## src/rtl/bt_pkg.sv

```systemverilog
package bt_pkg;
  localparam int BYTE_W   = 8;
  localparam int DIV_W    = 2 * BYTE_W;
  localparam int NUM_CH   = 2;
  localparam int ADDR_W   = 2;
  localparam int CTRL_OFS = 3;

  typedef struct packed {
    logic [1:0] sel;
    logic [1:0] rl;
    logic [2:0] mode;
    logic       bcd;
  } ctrl_word_t;

  localparam logic [1:0] RL_LO_HI  = 2'b11;
  localparam logic [2:0] MODE_SQW  = 3'b011;
endpackage

```

## src/rtl/bt_prescale.sv

```systemverilog
module bt_prescale #(
  parameter int PRESCALE = 2
) (
  input  logic clk,
  input  logic rst_n,
  output logic tick_o
);
  localparam int CW = (PRESCALE > 1) ? $clog2(PRESCALE) : 1;

  generate
    if (PRESCALE > 1) begin : g_div
      logic [CW-1:0] cnt_q, cnt_d;

      always_comb begin
        if (cnt_q == CW'(PRESCALE - 1)) cnt_d = '0;
        else                             cnt_d = cnt_q + 1'b1;
      end

      always_ff @(posedge clk or negedge rst_n) begin
        if (!rst_n) cnt_q <= '0;
        else        cnt_q <= cnt_d;
      end

      assign tick_o = (cnt_q == CW'(PRESCALE - 1));


      tick_spacing_chk: assert property (@(posedge clk) disable iff (!rst_n)
        tick_o |=> !tick_o);
    end else begin : g_pass
      assign tick_o = 1'b1;
    end
  endgenerate
endmodule

```

## src/rtl/bt_ctrl_dec.sv

```systemverilog
module bt_ctrl_dec
  import bt_pkg::*;
(
  input  logic              bus_we,
  input  logic [ADDR_W-1:0] bus_addr,
  input  logic [BYTE_W-1:0] bus_wdata,
  output logic [NUM_CH-1:0] arm_o,
  output logic [NUM_CH-1:0] port_wr_o
);
  ctrl_word_t cw;
  logic       ctrl_wr;
  logic       fmt_ok;

  always_comb begin
    cw      = ctrl_word_t'(bus_wdata);
    ctrl_wr = bus_we && (bus_addr == ADDR_W'(CTRL_OFS));
    fmt_ok  = (cw.rl == RL_LO_HI) && (cw.mode == MODE_SQW) && !cw.bcd;
  end

  generate
    for (genvar i = 0; i < NUM_CH; i++) begin : g_ch
      assign arm_o[i]     = ctrl_wr && fmt_ok && (cw.sel == 2'(i));
      assign port_wr_o[i] = bus_we && (bus_addr == ADDR_W'(i));
    end
  endgenerate
endmodule

```

## src/rtl/bt_loader.sv

```systemverilog
module bt_loader
  import bt_pkg::*;
(
  input  logic              clk,
  input  logic              rst_n,
  input  logic              arm_i,
  input  logic              wr_i,
  input  logic [BYTE_W-1:0] data_i,
  output logic              load_o,
  output logic [DIV_W-1:0]  div_o
);
  logic              armed_q, armed_d;
  logic              hi_q, hi_d;
  logic [BYTE_W-1:0] lo_q, lo_d;
  logic              lo_en;

  always_comb begin
    armed_d = armed_q;
    hi_d    = hi_q;
    lo_en   = 1'b0;
    lo_d    = data_i;
    if (arm_i) begin
      armed_d = 1'b1;
      hi_d    = 1'b0;
    end else if (wr_i && armed_q) begin
      if (!hi_q) lo_en = 1'b1;
      hi_d = !hi_q;
    end
  end

  always_ff @(posedge clk or negedge rst_n) begin
    if (!rst_n) begin
      armed_q <= 1'b0;
      hi_q    <= 1'b0;
    end else begin
      armed_q <= armed_d;
      hi_q    <= hi_d;
    end
  end

  always_ff @(posedge clk or negedge rst_n) begin
    if (!rst_n)     lo_q <= '0;
    else if (lo_en) lo_q <= lo_d;
  end

  assign load_o = wr_i && armed_q && hi_q;
  assign div_o  = {data_i, lo_q};


  arm_restart_chk: assert property (@(posedge clk) disable iff (!rst_n)
    arm_i |=> (armed_q && !hi_q));

  low_then_high_chk: assert property (@(posedge clk) disable iff (!rst_n)
    (wr_i && armed_q && !hi_q && !arm_i) |=> hi_q);

  unarmed_idle_chk: assert property (@(posedge clk) disable iff (!rst_n)
    !armed_q |-> !hi_q);
endmodule

```

## src/rtl/bt_channel.sv

```systemverilog
module bt_channel
  import bt_pkg::*;
(
  input  logic             clk,
  input  logic             rst_n,
  input  logic             tick_i,
  input  logic             load_i,
  input  logic [DIV_W-1:0] div_i,
  output logic             out_o
);
  logic             run_q, run_d;
  logic             out_q, out_d;
  logic [DIV_W-1:0] div_q, div_d;
  logic [DIV_W-1:0] rem_q, rem_d;

  function automatic logic [DIV_W:0] full_len(input logic [DIV_W-1:0] d);
    full_len = (d == '0) ? {1'b1, {DIV_W{1'b0}}} : {1'b0, d};
  endfunction

  function automatic logic [DIV_W-1:0] hi_len(input logic [DIV_W-1:0] d);
    logic [DIV_W:0] f;
    f      = full_len(d);
    hi_len = DIV_W'(f - (f >> 1));
  endfunction

  function automatic logic [DIV_W-1:0] lo_len(input logic [DIV_W-1:0] d);
    logic [DIV_W:0] f;
    f      = full_len(d);
    lo_len = DIV_W'(f >> 1);
  endfunction

  always_comb begin
    run_d = run_q;
    out_d = out_q;
    div_d = div_q;
    rem_d = rem_q;
    if (load_i) begin
      run_d = 1'b1;
      out_d = 1'b1;
      div_d = div_i;
      rem_d = hi_len(div_i);
    end else if (run_q && tick_i) begin
      if (rem_q == DIV_W'(1)) begin
        if (out_q && (lo_len(div_q) != '0)) begin
          out_d = 1'b0;
          rem_d = lo_len(div_q);
        end else begin
          out_d = 1'b1;
          rem_d = hi_len(div_q);
        end
      end else begin
        rem_d = rem_q - 1'b1;
      end
    end
  end

  always_ff @(posedge clk or negedge rst_n) begin
    if (!rst_n) begin
      run_q <= 1'b0;
      out_q <= 1'b1;
      div_q <= '0;
      rem_q <= '0;
    end else begin
      run_q <= run_d;
      out_q <= out_d;
      div_q <= div_d;
      rem_q <= rem_d;
    end
  end

  assign out_o = out_q;


  hold_between_ticks_chk: assert property (@(posedge clk) disable iff (!rst_n)
    (!load_i && !tick_i) |=> $stable(out_q));

  rem_nonzero_chk: assert property (@(posedge clk) disable iff (!rst_n)
    run_q |-> (rem_q != '0));

  idle_high_chk: assert property (@(posedge clk) disable iff (!rst_n)
    !run_q |-> out_q);

  load_restart_chk: assert property (@(posedge clk) disable iff (!rst_n)
    load_i |=> (out_q && run_q));

  unit_div_high_chk: assert property (@(posedge clk) disable iff (!rst_n)
    (run_q && div_q == DIV_W'(1)) |-> out_q);
endmodule

```

## src/rtl/baud_timer.sv

```systemverilog
module baud_timer
  import bt_pkg::*;
#(
  parameter int PRESCALE = 2
) (
  input  logic              clk,
  input  logic              rst_n,
  input  logic              bus_we,
  input  logic [ADDR_W-1:0] bus_addr,
  input  logic [BYTE_W-1:0] bus_wdata,
  output logic              tx_clk_o,
  output logic              rx_clk_o
);
  logic              tick;
  logic [NUM_CH-1:0] arm;
  logic [NUM_CH-1:0] port_wr;
  logic [NUM_CH-1:0] load;
  logic [NUM_CH-1:0] ch_out;
  logic [DIV_W-1:0]  ch_div [NUM_CH];

  bt_prescale #(.PRESCALE(PRESCALE)) u_pre (
    .clk    (clk),
    .rst_n  (rst_n),
    .tick_o (tick)
  );

  bt_ctrl_dec u_dec (
    .bus_we    (bus_we),
    .bus_addr  (bus_addr),
    .bus_wdata (bus_wdata),
    .arm_o     (arm),
    .port_wr_o (port_wr)
  );

  generate
    for (genvar i = 0; i < NUM_CH; i++) begin : g_ch
      bt_loader u_ld (
        .clk    (clk),
        .rst_n  (rst_n),
        .arm_i  (arm[i]),
        .wr_i   (port_wr[i]),
        .data_i (bus_wdata),
        .load_o (load[i]),
        .div_o  (ch_div[i])
      );

      bt_channel u_cnt (
        .clk    (clk),
        .rst_n  (rst_n),
        .tick_i (tick),
        .load_i (load[i]),
        .div_i  (ch_div[i]),
        .out_o  (ch_out[i])
      );
    end
  endgenerate

  assign tx_clk_o = ch_out[0];
  assign rx_clk_o = ch_out[1];


  no_sc1_arm_chk: assert property (@(posedge clk) disable iff (!rst_n)
    (bus_we && bus_addr == ADDR_W'(CTRL_OFS) && bus_wdata[7]) |-> (arm == '0));

  one_load_chk: assert property (@(posedge clk) disable iff (!rst_n)
    $onehot0(load));
endmodule

```

## config.mk

```make
export PLATFORM = sky130hd
export DESIGN_NAME = baud_timer
export DESIGN_NICKNAME = d
export VERILOG_FILES = /design/src/rtl/bt_pkg.sv /design/src/rtl/bt_prescale.sv /design/src/rtl/bt_ctrl_dec.sv /design/src/rtl/bt_loader.sv /design/src/rtl/bt_channel.sv /design/src/rtl/baud_timer.sv
export SDC_FILE = /design/constraint.sdc
export NUM_CORES = 1
export LEC_CHECK = 0
export ABC_AREA = 1
export BUFFER_PORTS_ARGS = -buffer_cell sky130_fd_sc_hd__buf_2
export CORE_ASPECT_RATIO = 0.7
export CORE_UTILIZATION = 30
export CTS_BUF_LIST = sky130_fd_sc_hd__clkbuf_8
export CTS_CLUSTER_DIAMETER = 120
export DETAILED_ROUTE_END_ITERATION = 6
export SYNTH_ARGS = -nofsm -noshare
export SYNTH_HDL_FRONTEND = slang
export SYNTH_SLANG_ARGS = --single-unit
```

## constraint.sdc

```tcl
create_clock -name clk -period 3.15 [get_ports clk]
set_input_delay 0.1575 -clock clk [delete_from_list [all_inputs] [get_ports clk]]
set_output_delay 0.1575 -clock clk [all_outputs]
set_load 0.05 [all_outputs]
```

==> results.txt, run 1 <==
- For this block, the initial DRC count from the detailed router was 1082.
- Detailed placement finished with a half-perimeter wire length of 23.9 mm.
* Cell types with the largest area share after synthesis: sky130_fd_sc_hd__dfrtp_1 23%, sky130_fd_sc_hd__nand2_1 16%, sky130_fd_sc_hd__ha_1 14%
- The total area inside the core boundary comes to 31200 µm².
* Cell type with the largest total area after synthesis: sky130_fd_sc_hd__dfrtp_1
- For this run, the register share of the synthesized area comes to 0.234.
* Sum of routed wire length over all layers: 29.4 mm
- Setup violations remaining at the end of the flow were counted as 0.
- Routed wire per std cell: 15.1 µm
* Final worst-path setup slack: 0.189 ns
* Count of input and output buffers: 14
* Delay of the slowest critical-path stage: 0.41 ns
- On the final layout, the worst clock skew is 0.0139 ns.
- Wire length of the first global-routing pass: 46.6 mm
* Kind of cell adding the most delay to the critical path: simple AND/OR/NAND/NOR gates
- Measured along the x axis, the die boundary spans 215 µm.
- CTS HTree Levels: 3
- STA puts the critical path data required time at 3.47 ns.
- The number of nets in the synthesized netlist is 1606.
- Portion of synthesized cell area occupied by the leading cell type: 0.228
- Total CTS buffers: 9
* Fmax achieved: 338 MHz
- For this run, the total global-route usage over all layers was measured as 0.183.
* TritonCTS sink count: 89
- Utilization after layout: 0.334
- Setup CP Type: flip-flop to flip-flop
- The filler cells instantiated in the layout total 3440.
- Max-capacitance violation count: 0
- The die covers 32500 µm².
* Non-filler instance count after layout: 1941
- Fraction of final layout cells sized beyond drive strength 1: 0.0861
* Pin count of the biggest net entering global routing: 55
- Of all flip-flops after synthesis, the portion carrying an async set or reset was 1.00.
* Count of placed standard cells including taps: 1923
- The initial antenna violation count came to 2.
- In the routed design, unresolved DRC markers number 0.
- After the last flow step, the layout net total stands at 1636.
- Clock latency at the later pin of the worst-skew pair: 0.39 ns
* Area of the mapped netlist: 9530 µm²
- Die extent in y: 151 µm
- Using the TritonRoute via totals, the vias-per-cell ratio works out to 4.90.
- The number of antenna diodes in the final layout is 0.
- For the pin with the worst max-slew slack, the measured transition is 0.804 ns.
* Crit start category: flip-flop
- In this run, synthesis inferred 0 flip-flops with an integrated enable.
- In this run the worst hold path is classified as input port to flip-flop.
* Dominant synthesized flop cell: sky130_fd_sc_hd__dfrtp_1
- Dividing the final minimum period by the clock period gives 0.940.
- Register clock-pin slew on the reported worst setup and hold paths: 0.09 ns
- Num rows: 54
* Final Hold Violating Endpoints: 0
- The clock passes through at most 2 buffers.
- Flops & latches, synth: 89
- The signal on the critical path passes through inv_1 -> ha_1 -> nand2_1 -> nor2_1 -> nand2_2 -> inv_4 -> nor2_2 -> inv_1 -> ha_1 -> nor2_1 -> nand2_1 -> nand3_1 -> nand3_1 -> nand2_1 -> o21ai_0 -> o22ai_1 -> a21oi_1 -> nor2_1.
- Routability-driven placement finished with a final weighted congestion of 0.945.
* Standard cell with the maximum stage delay on the critical path: sky130_fd_sc_hd__dfrtp_1
* VDD IR-drop max: 0.283 mV
- Number of distinct library cells after synthesis: 50
* Dpl ws: 0.181 ns
* Most frequent cells after synthesis: 413 x sky130_fd_sc_hd__nand2_1, 231 x sky130_fd_sc_hd__inv_1, 152 x sky130_fd_sc_hd__nor2_1, 115 x sky130_fd_sc_hd__nand3_1, 103 x sky130_fd_sc_hd__ha_1
* Setup slack of the most critical reg-to-reg path: 0.19 ns
- Total power density per cell area: 953 nW/µm²
- Synthesis produced 1486 cells.
* Post-route cell area: 10400 µm²
- Setup repair after global routing missed its margin: true
- Run status: complete, no violations
* Via count: 9519
- For the final routed database, the setup TNS stands at 0 ns.
* Final critical path time including I/O delays and setup: 2.96 ns
- Via count of the first global-routing pass: 8533
* Dominant cell by count in the synthesized netlist: sky130_fd_sc_hd__nand2_1
- Once detail routing completed, the nets flagged for antenna violations numbered 0.
* Number of I/O pins: 15
* Number of pins exceeding their max-slew limit in the final report: 0
- In this run the static leakage power is 5.39 nW.
- Headroom to the max-slew limit came out at 0.464.
- In this run the cell area measured after placement is 10200 µm².
* Synth Area per Inst: 6.41 µm²
- Along the worst path, the maximum fanout reaches 8.
- Kind of end point of the critical path: flip-flop
- TritonCTS built the clock tree.
- The first detailed-routing pass ran for 5 iterations.
- Warnings from Yosys: 0
* Clock root buffer master: sky130_fd_sc_hd__clkbuf_8
* Sum of buffers and inverters on the critical path: 3
* Total congestion overflow: 0
* Starting density of the core: 0.305
- Critical Path AT: 3.28 ns
* Synthesis-to-finish area growth: 9.52%
-- cells by family (layout without fill, tap and decap cells) --
kind of cell | count (synthesis) | count (layout) | share of synthesized area
XOR/XNOR | 28 | 28 | 0.0257
buffers and inverters | 267 | 302 | 0.114
adder cells (fa/ha/maj) | 107 | 107 | 0.144
AO/OA/AOI/OAI | 233 | 233 | 0.135
AND/OR/NAND/NOR | 762 | 762 | 0.347
flip-flops | 89 | 89 | 0.234
-- metrics by stage --
step	total power, mW	hold WS (ns)
after floorplan	7.08	-0.138
after global routing	11.0	0.0135
after CTS	9.71	0.00795
after global placement	8.90	0.294
final	9.94	0.0195
after detailed placement	8.89	0.299
-- power breakdown --
| group | switching [mW] | internal (mW) | total [mW] |
|---|---|---|---|
| clock | 0.442 | 0.323 | 0.764 |
| sequential | 0.478 | 1.62 | 2.09 |
| combinational | 4.60 | 2.48 | 7.08 |
| total | 5.52 | 4.42 | 9.94 |
-- worst min-delay path: stages --
cell	delay [ns]
sky130_fd_sc_hd__buf_2	0.09
sky130_fd_sc_hd__nand2_1	0.05
sky130_fd_sc_hd__o21ai_0	0.06
-- worst paths after layout --
check / start / to / cells after the start
max: g_ch[1].u_cnt.div_q[15] / g_ch[1].u_cnt.rem_q[7] / 18
min: bus_wdata[3] / g_ch[0].u_cnt.div_q[11] / 3
max reg2reg: g_ch[1].u_cnt.div_q[15] / g_ch[1].u_cnt.rem_q[7] / 18
min reg2reg: g_ch[0].u_cnt.run_q / g_ch[0].u_cnt.run_q / 1
max in group asynchronous: rst_n / g_ch[0].u_cnt.div_q[2] / 3
min in group asynchronous: rst_n / g_ch[1].u_cnt.rem_q[14] / 2
-- repair_timing --
item,4_1_cts,5_1_grt
endpoints found under the setup margin,0,24
buffers inserted,0,1
endpoints found under the hold margin,51,0
hold buffers,1,0
gates resized for setup,0,25
-- layout make-up --
cell class,count,area [µm²],area share
Clock buffer,11,151,0.0145
Clock inverter,5,25.0,0.00240
Inverter,242,918,0.0880
Multi-Input combinational cell,1130,6270,0.601
Sequential cell,89,2230,0.214
Tap cell,420,526,0.0504
Timing Repair Buffer,44,313,0.0300
-- sequential cells by signal (all words and copies together), names as in the netlist --
name	flops
g_ch.u_cnt.div_q	32
g_ch.u_cnt.rem_q	32
g_ch.u_ld.lo_q	16
g_ch.u_cnt.out_o	2
g_ch.u_cnt.run_q	2
g_ch.u_ld.armed_q	2
g_ch.u_ld.hi_q	2
u_pre.tick_o	1
-- metal layers --
layer  GRT usage  up-vias  wire (µm)
met3      0.0478       20       2510
met5           0        -         27
met2       0.241      302      11100
met4      0.0234        4        210
li1            -     4808          -
met1       0.292     4385      15600
-- cells in the final DEF, fill, tap and decap left out, types with 3 or more instances in the layout --
cell / Yosys / final
sky130_fd_sc_hd__nand3_1: 115 / 115
sky130_fd_sc_hd__ha_1: 103 / 103
sky130_fd_sc_hd__o21ai_0: 92 / 91
sky130_fd_sc_hd__nand2_4: 3 / 4
sky130_fd_sc_hd__nor3_1: 11 / 10
sky130_fd_sc_hd__xnor2_1: 6 / 6
sky130_fd_sc_hd__inv_1: 231 / 230
sky130_fd_sc_hd__a31oi_1: 14 / 14
sky130_fd_sc_hd__nand2_1: 413 / 411
sky130_fd_sc_hd__o21bai_1: 12 / 12
sky130_fd_sc_hd__inv_2: 8 / 10
sky130_fd_sc_hd__nand4_1: 20 / 20
sky130_fd_sc_hd__nor2_2: 9 / 18
sky130_fd_sc_hd__dfrtp_1: 87 / 87
sky130_fd_sc_hd__fa_1: 4 / 4
sky130_fd_sc_hd__buf_4: 3 / 29
sky130_fd_sc_hd__o21ai_2: 4 / 4
sky130_fd_sc_hd__nor2_1: 152 / 140
sky130_fd_sc_hd__nor2_4: 7 / 10
sky130_fd_sc_hd__o211ai_1: 8 / 8
sky130_fd_sc_hd__o22ai_1: 3 / 3
sky130_fd_sc_hd__xor2_1: 22 / 22
sky130_fd_sc_hd__o21ai_1: 18 / 19
sky130_fd_sc_hd__or2_2: 4 / 4
sky130_fd_sc_hd__a21oi_1: 74 / 73
sky130_fd_sc_hd__and2_1: 4 / 4
sky130_fd_sc_hd__nand3b_1: 8 / 8
sky130_fd_sc_hd__buf_2: 7 / 13
sky130_fd_sc_hd__clkbuf_8: 0 / 11
sky130_fd_sc_hd__nand2_2: 7 / 8
No activity file was read; power rests on OpenSTA's default activity.
==> run 2, diff against run 1 <==
--- a/config.mk
+++ b/config.mk
@@ -12,6 +12,7 @@
 export CTS_BUF_LIST = sky130_fd_sc_hd__clkbuf_8
 export CTS_CLUSTER_DIAMETER = 120
 export DETAILED_ROUTE_END_ITERATION = 6
+export PLACE_DENSITY = 0.49
 export SYNTH_ARGS = -nofsm -noshare
 export SYNTH_HDL_FRONTEND = slang
 export SYNTH_SLANG_ARGS = --single-unit
==> run 2 against run 1 <==
Die area unchanged. Largest cell class unchanged. Critical path type unchanged. Hold slack better by 0.052 ns. Critical path depth down 2. First-iteration DRC count down 18%. Global-route usage up 1.3 points. Fmax up 0.93%. Critical endpoint is now g_ch[0].u_cnt.rem_q[1]. Register-to-register slack better by 0.03 ns. Worst setup slack better by 0.027 ns.
==> results.txt, run 2 (synthesis gave the netlist of run 1 again) <==
* Maximum fanout along the worst path: 11 (+3)
* Worst Hold Class: input port to flip-flop
- The worst-skew pair later-pin latency came to 0.39 ns (about the same).
* Number of I/O pins: 15 (unchanged)
- Synthesis-to-finish area growth: 11.1%
- Max-capacitance violation count: 0 (unchanged)
* Flop pwr share: 0.205 (-0.006)
* Die extent in y: 151 µm (unchanged)
* Critical Path AT: 3.18 ns (-0.10 ns)
* Setup repair after global routing missed its margin: true
* Final weighted congestion in routability-driven placement: 0.946 (+0.12%)
- The tree is rooted in a sky130_fd_sc_hd__clkbuf_8.
- Router iterations before antenna repair: 5 (unchanged)
* Final worst-path setup slack: 0.217 ns (+0.0274 ns)
- The clock sink total is 89 (unchanged).
* Initial antenna violation count: 0 (-2)
- Req. time, crit path: 3.40 ns (-0.07 ns)
- The number of antenna cells inserted came to 0 (unchanged).
- Net Switching: 5.64 mW (+2.2%)
- The overflow left after global routing came to 0 (unchanged).
- Internal power: 4.45 mW (+0.54%)
- Final Hold Violating Endpoints: 0 (unchanged)
- The setup TNS after final layout is 0 ns (unchanged).
* Worst path cell trace: inv_1 -> ha_1 -> nand2_1 -> nor2_1 -> nand2_2 -> buf_6 -> buf_4 -> nand2_1 -> ha_1 -> nand4_1 -> nor2_1 -> nand3_1 -> nand2_1 -> inv_1 -> o211ai_1 -> a31oi_1
- Net switching fraction of the power: 0.559 (+0.00399)
- Most used cells in the layout excluding fill and tap cells: 410 x sky130_fd_sc_hd__nand2_1, 227 x sky130_fd_sc_hd__inv_1, 142 x sky130_fd_sc_hd__nor2_1
* Clock tree from TritonCTS: yes
* Wire length of the first global-routing pass: 49.0 mm (+5.0%)
- Max-Slew Margin vs Limit: 0.565 (+0.101)
- Run status: complete, no violations
- Crit start category: flip-flop
- The number of global-route vias before repair is 8475 (-0.68%).
- The largest registers in the layout are g_ch.u_cnt.div_q: 32 flops, g_ch.u_cnt.rem_q: 32 flops, g_ch.u_ld.lo_q: 16 flops.
* Die area: 32500 µm² (unchanged)
- Kind of cell adding the most delay to the critical path: simple AND/OR/NAND/NOR gates
- The slew at the pin closest to its max-slew limit came to 0.650 ns (-0.154 ns).
- Setup CP Type: flip-flop to flip-flop
* Fraction of final layout cells sized beyond drive strength 1: 0.0975 (+0.0113)
* Most common cell after layout, fill and taps aside: sky130_fd_sc_hd__nand2_1
- Total CTS buffers: 9 (unchanged)
* Num rows: 54 (unchanged)
* Total Power: 10.1 mW (+1.5%)
- In this design, the critical path's most frequently occurring cell is sky130_fd_sc_hd__nand2_1.
- The largest voltage drop on the vdd net came to 0.256 mV (-9.7%).
* Starting density of the core: 0.305 (unchanged)
- Register clock-pin slew on the reported worst setup and hold paths: 0.09 ns (about the same)
* Share of power burned in the clock network: 0.079 (+0.002)
- Routed wire per std cell: 16.2 µm (+7.0%)
- The detailed placer's ending HPWL is 26.1 mm (+9.2%).
- The mean number of vias per cell was 4.86 (-0.91%).
- Combinational power share: 0.716 (+0.004)
- The detailed-route DRC error count was 0 (unchanged).
- Kind of end point of the critical path: flip-flop
* Leakage power: 5.48 nW (+1.6%)
- The largest stage delay on the critical path came to 0.46 ns (+0.05 ns).
- Number of pins exceeding their max-slew limit in the final report: 0 (unchanged)
* Area inside the core boundary: 31200 µm² (unchanged)
- Final period utilization: 0.931 (-0.00870)
- Total power density per cell area: 953 nW/µm² (about the same)
- The total number of H-tree levels is 3 (unchanged).
- Detailed router's first-iteration violation count: 882 (-18%)
- The total of buffers placed on input and output ports was 14 (unchanged).
- The maximum clock path buffer count was 2 (unchanged).
- The overall die width was 215 µm (unchanged).
- Final clock skew: 0.0175 ns (+0.00367 ns)
- The shortest period the worst path allows was 2.93 ns (-0.0274 ns).
- Final nets: 1654 (+1.1%)
* Sum of routed wire length over all layers: 31.8 mm (+8.0%)
* Pin count of the biggest net entering global routing: 90 (+64%)
- The post-detailed-route count of antenna-violating nets came to 0 (unchanged).
- On the critical path, the stage with the largest delay is an instance of sky130_fd_sc_hd__o211ai_1.
- The all-layer global routing usage was 0.196 (+0.0132).
- Fmax achieved: 341 MHz (+0.93%)
* Final Setup Violations: 0 (unchanged)
- The placement-stage worst setup slack was 0.139 ns (-0.0424 ns).
- The total vias in the final route was 9520 (+0.011%).
- Sum of buffers and inverters on the critical path: 4 (+1)
==> run 2: cell types whose count changed in the layout (fill, tap and decap cells not counted), moves of 2 or more <==
cell / change
sky130_fd_sc_hd__inv_1: -3
sky130_fd_sc_hd__nor2_4: -3
sky130_fd_sc_hd__clkinv_4: +2
sky130_fd_sc_hd__inv_6: +3
sky130_fd_sc_hd__buf_4: +15
sky130_fd_sc_hd__nor2_1: +2
==> run 2: power groups by stage <==
stage	Combinational, mW	Clock, mW	Sequential (mW)
after floorplan	5.08	0	2.00
final	7.22	0.801	2.07
after global placement	6.99	0	2.08
after CTS	7.00	0.837	2.07
after global routing	8.17	0.865	2.13
after detailed placement	6.96	0	2.09
==> run 2: final timing paths <==
kind                                         from                     end  slack (ns)  cells after the start
setup / recovery           g_ch[0].u_cnt.div_q[5]  g_ch[0].u_cnt.rem_q[1]        0.22                     16
hold / removal                       bus_wdata[1]  g_ch[0].u_cnt.div_q[9]        0.07                      3
setup reg to reg           g_ch[0].u_cnt.div_q[5]  g_ch[0].u_cnt.rem_q[1]        0.22                     16
hold reg to reg               g_ch[0].u_cnt.run_q     g_ch[0].u_cnt.run_q        0.48                      1
max in group asynchronous                   rst_n    g_ch[1].u_ld.lo_q[6]        2.36                      3
min in group asynchronous                   rst_n     g_ch[0].u_cnt.run_q        0.30                      3
==> run 2: tightest hold or removal path, cell delays in order <==
cell and delay, ns:
sky130_fd_sc_hd__buf_2 0.14, sky130_fd_sc_hd__nand2_1 0.06, sky130_fd_sc_hd__o21ai_0 0.06
==> run 2: layout make-up <==
type / instances / area [µm²]
tap: 420 / 526
fill: 3497 / 20600
multi-input combinational: 1130 / 6250
clock inverter: 6 / 48.8
sequential: 89 / 2230
clock buffer: 10 / 138
timing repair buffer: 62 / 467
inverter: 242 / 922
==> run 2: metal layers <==
metal,global-route usage,up-vias,wire length (µm)
met4,0.0280,0,218
met3,0.0309,13,1860
met5,0,-,0
met2,0.243,223,11200
li1,-,4839,-
met1,0.337,4445,18500
==> run 2: metrics by stage <==
| step | hold WS, ns | cell area, µm² | utilization | std cells |
|---|---|---|---|---|
| 6_report | 0.0710 | 10600 | 0.339 | 1959 |
| 3_3_place_gp | 0.251 | 10200 | 0.328 | 1930 |
| 3_5_place_dp | 0.253 | 10200 | 0.328 | 1930 |
| 5_1_grt | 0.0659 | 10600 | 0.339 | 1959 |
| 4_1_cts | 0.0427 | 10400 | 0.335 | 1948 |
| 2_1_floorplan | -0.138 | 9530 | - | 1486 |
==> run 2: repair_timing <==
| item | in CTS | in global routing |
|---|---|---|
| endpoints found under the setup margin | 0 | 20 |
| resized for setup | 0 | 23 |
| setup buffers | 0 | 11 |
| endpoints found under the hold margin | 88 | 0 |
| hold buffers | 2 | 0 |
==> run 3, diff against run 2 <==
--- a/config.mk
+++ b/config.mk
@@ -8,11 +8,11 @@
 export ABC_AREA = 1
 export BUFFER_PORTS_ARGS = -buffer_cell sky130_fd_sc_hd__buf_2
 export CORE_ASPECT_RATIO = 0.7
-export CORE_UTILIZATION = 30
+export CORE_UTILIZATION = 55
 export CTS_BUF_LIST = sky130_fd_sc_hd__clkbuf_8
 export CTS_CLUSTER_DIAMETER = 120
 export DETAILED_ROUTE_END_ITERATION = 6
-export PLACE_DENSITY = 0.49
+export PLACE_DENSITY = 0.76
 export SYNTH_ARGS = -nofsm -noshare
 export SYNTH_HDL_FRONTEND = slang
 export SYNTH_SLANG_ARGS = --single-unit
==> run 3 against run 2 <==
Die area is 45% lower. Hold slack got worse by 0.016 ns. Cell area is 2.7% lower. Core utilization is 28 points higher. Clock skew down 0.0012 ns. Clock power rose by 14%. Critical path depth up 2. Critical endpoint is now g_ch[1].u_cnt.rem_q[7]. Largest cell class unchanged. Largest power group unchanged.
==> results.txt, run 3 (synthesis gave the netlist of run 1 again) <==
- The maximum number of pins on one net before global-route repair was 65 (-28%).
- Count of input and output buffers: 14 (unchanged)
- Initial antenna violation count: 0 (unchanged)
- The met3 usage came to 0.115 (+0.0844).
- Worst Hold Class: input port to flip-flop
- The placement row count is 39 (-28%).
- The number of iterations in the first detailed-routing pass was 6 (+1).
- Global-route layer with the greatest usage: met1
- Met1 global-route usage: 0.542 (+0.205)
- Final clock skew: 0.0163 ns (-0.00120 ns)
* Critical Path AT: 3.25 ns (+0.07 ns)
- Sum of buffers and inverters on the critical path: 3 (-1)
- Die Span X: 159 µm (-26%)
- The reported leakage power was 5.45 nW (-0.55%).
- Clock root buffer master: sky130_fd_sc_hd__clkbuf_8
* Detail Route Antenna Nets: 0 (unchanged)
- Wire length of the first global-routing pass: 46.5 mm (-5.1%)
- Final worst-path setup slack: 0.207 ns (-0.00922 ns)
- The clock-pin slew on the worst setup and hold paths came to 0.09 ns (about the same).
* Detailed router's first-iteration violation count: 1134 (+29%)
* Sum of routed wire length over all layers: 28.8 mm (-9.2%)
- The worst-skew pair later-pin latency came to 0.38 ns (about the same).
- The number of antenna cells inserted came to 0 (unchanged).
- The largest registers in the layout are g_ch.u_cnt.div_q: 32 flops, g_ch.u_cnt.rem_q: 32 flops, g_ch.u_ld.lo_q: 16 flops.
- The total power consumption of the routed design was 10.2 mW (+0.94%).
- The total cell area at the placement stage is 9970 µm² (-2.6%).
- The total number of H-tree levels was 3 (unchanged).
* Final critical path time including I/O delays and setup: 2.94 ns (+0.00922 ns)
- Clock tree from TritonCTS: yes
- The maximum net fanout on the critical path was 5 (-6).
- Launch point of the worst path: g_ch[1].u_cnt.div_q[15]
- The logic depth of the worst path, buffers included was 18 (+2).
- The largest stage delay on the critical path was 0.40 ns (-0.06 ns).
* Final Hold Violating Endpoints: 0 (unchanged)
- Final nets: 1645 (-0.54%)
- Critical path capture point: g_ch[1].u_cnt.rem_q[7]
- On the critical path the largest part of the delay comes from simple AND/OR/NAND/NOR gates.
- The routed wire length per instance was 16.4 µm (+1.4%).
- The cell that appears most often on the critical path is sky130_fd_sc_hd__nand2_1.
- Starting density of the core: 0.573 (+0.267)
* Max-capacitance violation count: 0 (unchanged)
* Synthesis-to-finish area growth: 8.09%
- Run status: complete, no violations
- The total vias in the final route came to 9691 (+1.8%).
- The number of top-level pins was 15 (unchanged).
- Total CTS buffers: 9 (unchanged)
- Number of vias per cell: 5.52 (+14%)
- The largest voltage drop on the vdd net was 0.381 mV (+49%).
* Fmax achieved: 340 MHz (-0.31%)
- The slew at the pin closest to its max-slew limit came to 0.887 ns (+0.237 ns).
- The required time at the endpoint of the critical path is 3.46 ns (+0.06 ns).
- The signal on the critical path passes through inv_1 -> ha_1 -> nand2_1 -> nor2_1 -> nand2_2 -> buf_4 -> nand2_1 -> ha_1 -> nor2_1 -> nand2_1 -> nand3_1 -> nand3_1 -> nand2_1 -> o21ai_0 -> o22ai_1 -> buf_4 -> a21oi_1 -> nor2_1.
* Depth of the worst register-to-register path: 18 (+2)
- Leaving out fill and tap cells, the most frequent cell in the layout is sky130_fd_sc_hd__nand2_1.
- Kind of end point of the critical path: flip-flop
- The maximum clock path buffer count was 2 (unchanged).
* Die area: 17900 µm² (-45%)
- The clock sink total is 89 (unchanged).
- Total congestion overflow: 0 (unchanged)
- The setup TNS after final layout is 0 ns (unchanged).
* Via count of the first global-routing pass: 8611 (+1.6%)
- The fraction of layout cells with a size suffix above 1 was 0.0948 (-0.00269).
- Dpl ws: 0.151 ns (+0.0127 ns)
- Remaining DRCs: 0 (unchanged)
* Most used cells in the layout excluding fill and tap cells: 413 x sky130_fd_sc_hd__nand2_1, 228 x sky130_fd_sc_hd__inv_1, 133 x sky130_fd_sc_hd__nor2_1
- The count of final max-slew check failures was 0 (unchanged).
- The worst register-to-register path ends at g_ch[1].u_cnt.rem_q[7].
- Count of placed standard cells including taps: 1735 (-10%)
- The placeable core region was 16600 µm² (-47%).
- Post-route cell area: 10300 µm² (-2.7%)
- The detailed placer's ending HPWL is 23.3 mm (-11%).
- The max-slew headroom at the worst pin came to 0.409 (-0.157).
- Final Setup Violations: 0 (unchanged)
* Final hold slack: 0.0553 ns (-0.0157 ns)
- The all-layer global routing usage is 0.333 (+0.137).
- Crit start category: flip-flop
- Setup slack of the most critical reg-to-reg path: 0.21 ns (about the same)
- The overall die height was 112 µm (-26%).
* Utilization after layout: 0.619 (+0.280)
- Final period utilization: 0.934 (+0.00293)
- Reg2reg start: g_ch[1].u_cnt.div_q[15]
* Setup CP Type: flip-flop to flip-flop
- The count of non-filler cells in the finished layout is 1755 (-10%).
- Total power density per cell area: 988 nW/µm² (+3.8%)
- Final weighted congestion in routability-driven placement: 0.982 (+3.9%)
* Standard cell with the maximum stage delay on the critical path: sky130_fd_sc_hd__dfrtp_1
* Met2 track demand over resource: 0.402 (+0.159)
[run 3: worst register-to-register path, cell delays in order (launching register included)]
cell                      delay [ns]
sky130_fd_sc_hd__dfrtp_1        0.40
sky130_fd_sc_hd__inv_1          0.14
sky130_fd_sc_hd__ha_1           0.18
sky130_fd_sc_hd__nand2_1        0.06
sky130_fd_sc_hd__nor2_1         0.12
sky130_fd_sc_hd__nand2_2        0.11
sky130_fd_sc_hd__buf_4          0.16
sky130_fd_sc_hd__nand2_1        0.16
sky130_fd_sc_hd__ha_1           0.27
sky130_fd_sc_hd__nor2_1         0.14
sky130_fd_sc_hd__nand2_1        0.07
sky130_fd_sc_hd__nand3_1        0.11
sky130_fd_sc_hd__nand3_1        0.12
sky130_fd_sc_hd__nand2_1        0.17
sky130_fd_sc_hd__o21ai_0        0.11
sky130_fd_sc_hd__o22ai_1        0.20
sky130_fd_sc_hd__buf_4          0.17
sky130_fd_sc_hd__a21oi_1        0.07
sky130_fd_sc_hd__nor2_1         0.11
[run 3: routing by layer]
metal	part of all wire	wire length, µm
met1	0.50	14400
met2	0.35	10200
met3	0.14	3920
met4	0.012	340
met5	0	0
[run 3: worst min path at each step]
stage | startpoint | to | slack [ns] | cells past startpoint
finish | bus_wdata[5] | g_ch[0].u_cnt.div_q[13] | 0.06 | 3
global route | bus_wdata[5] | g_ch[0].u_cnt.div_q[13] | 0.07 | 3
CTS | bus_wdata[1] | g_ch[0].u_cnt.div_q[9] | 0.04 | 3
detailed placement | rst_n | g_ch[0].u_cnt.rem_q[9] | 0.33 | 1
global placement | rst_n | g_ch[0].u_cnt.rem_q[13] | 0.32 | 1
floorplan | rst_n | g_ch[0].u_cnt.div_q[0] | -0.14 | 0
[run 3: layout make-up]
type | instances | area (µm²)
clock inverters | 5 | 72.6
fillers | 1618 | 6340
inverters | 242 | 918
repair buffers | 53 | 370
well taps | 225 | 282
flip-flops and latches | 89 | 2230
multi-input cells | 1130 | 6270
clock buffers | 11 | 151
[run 3: repair_timing]
item	in CTS	in global routing
buffers inserted	0	2
setup endpoints to repair	0	21
hold endpoints to repair	62	0
hold buffers	2	0
resized for setup	0	29
[run 3: power breakdown]
group	internal, mW	switching (mW)	total (mW)
Sequential	1.62	0.445	2.06
Combinational	2.51	4.69	7.20
Clock	0.484	0.428	0.913
Total	4.61	5.57	10.2
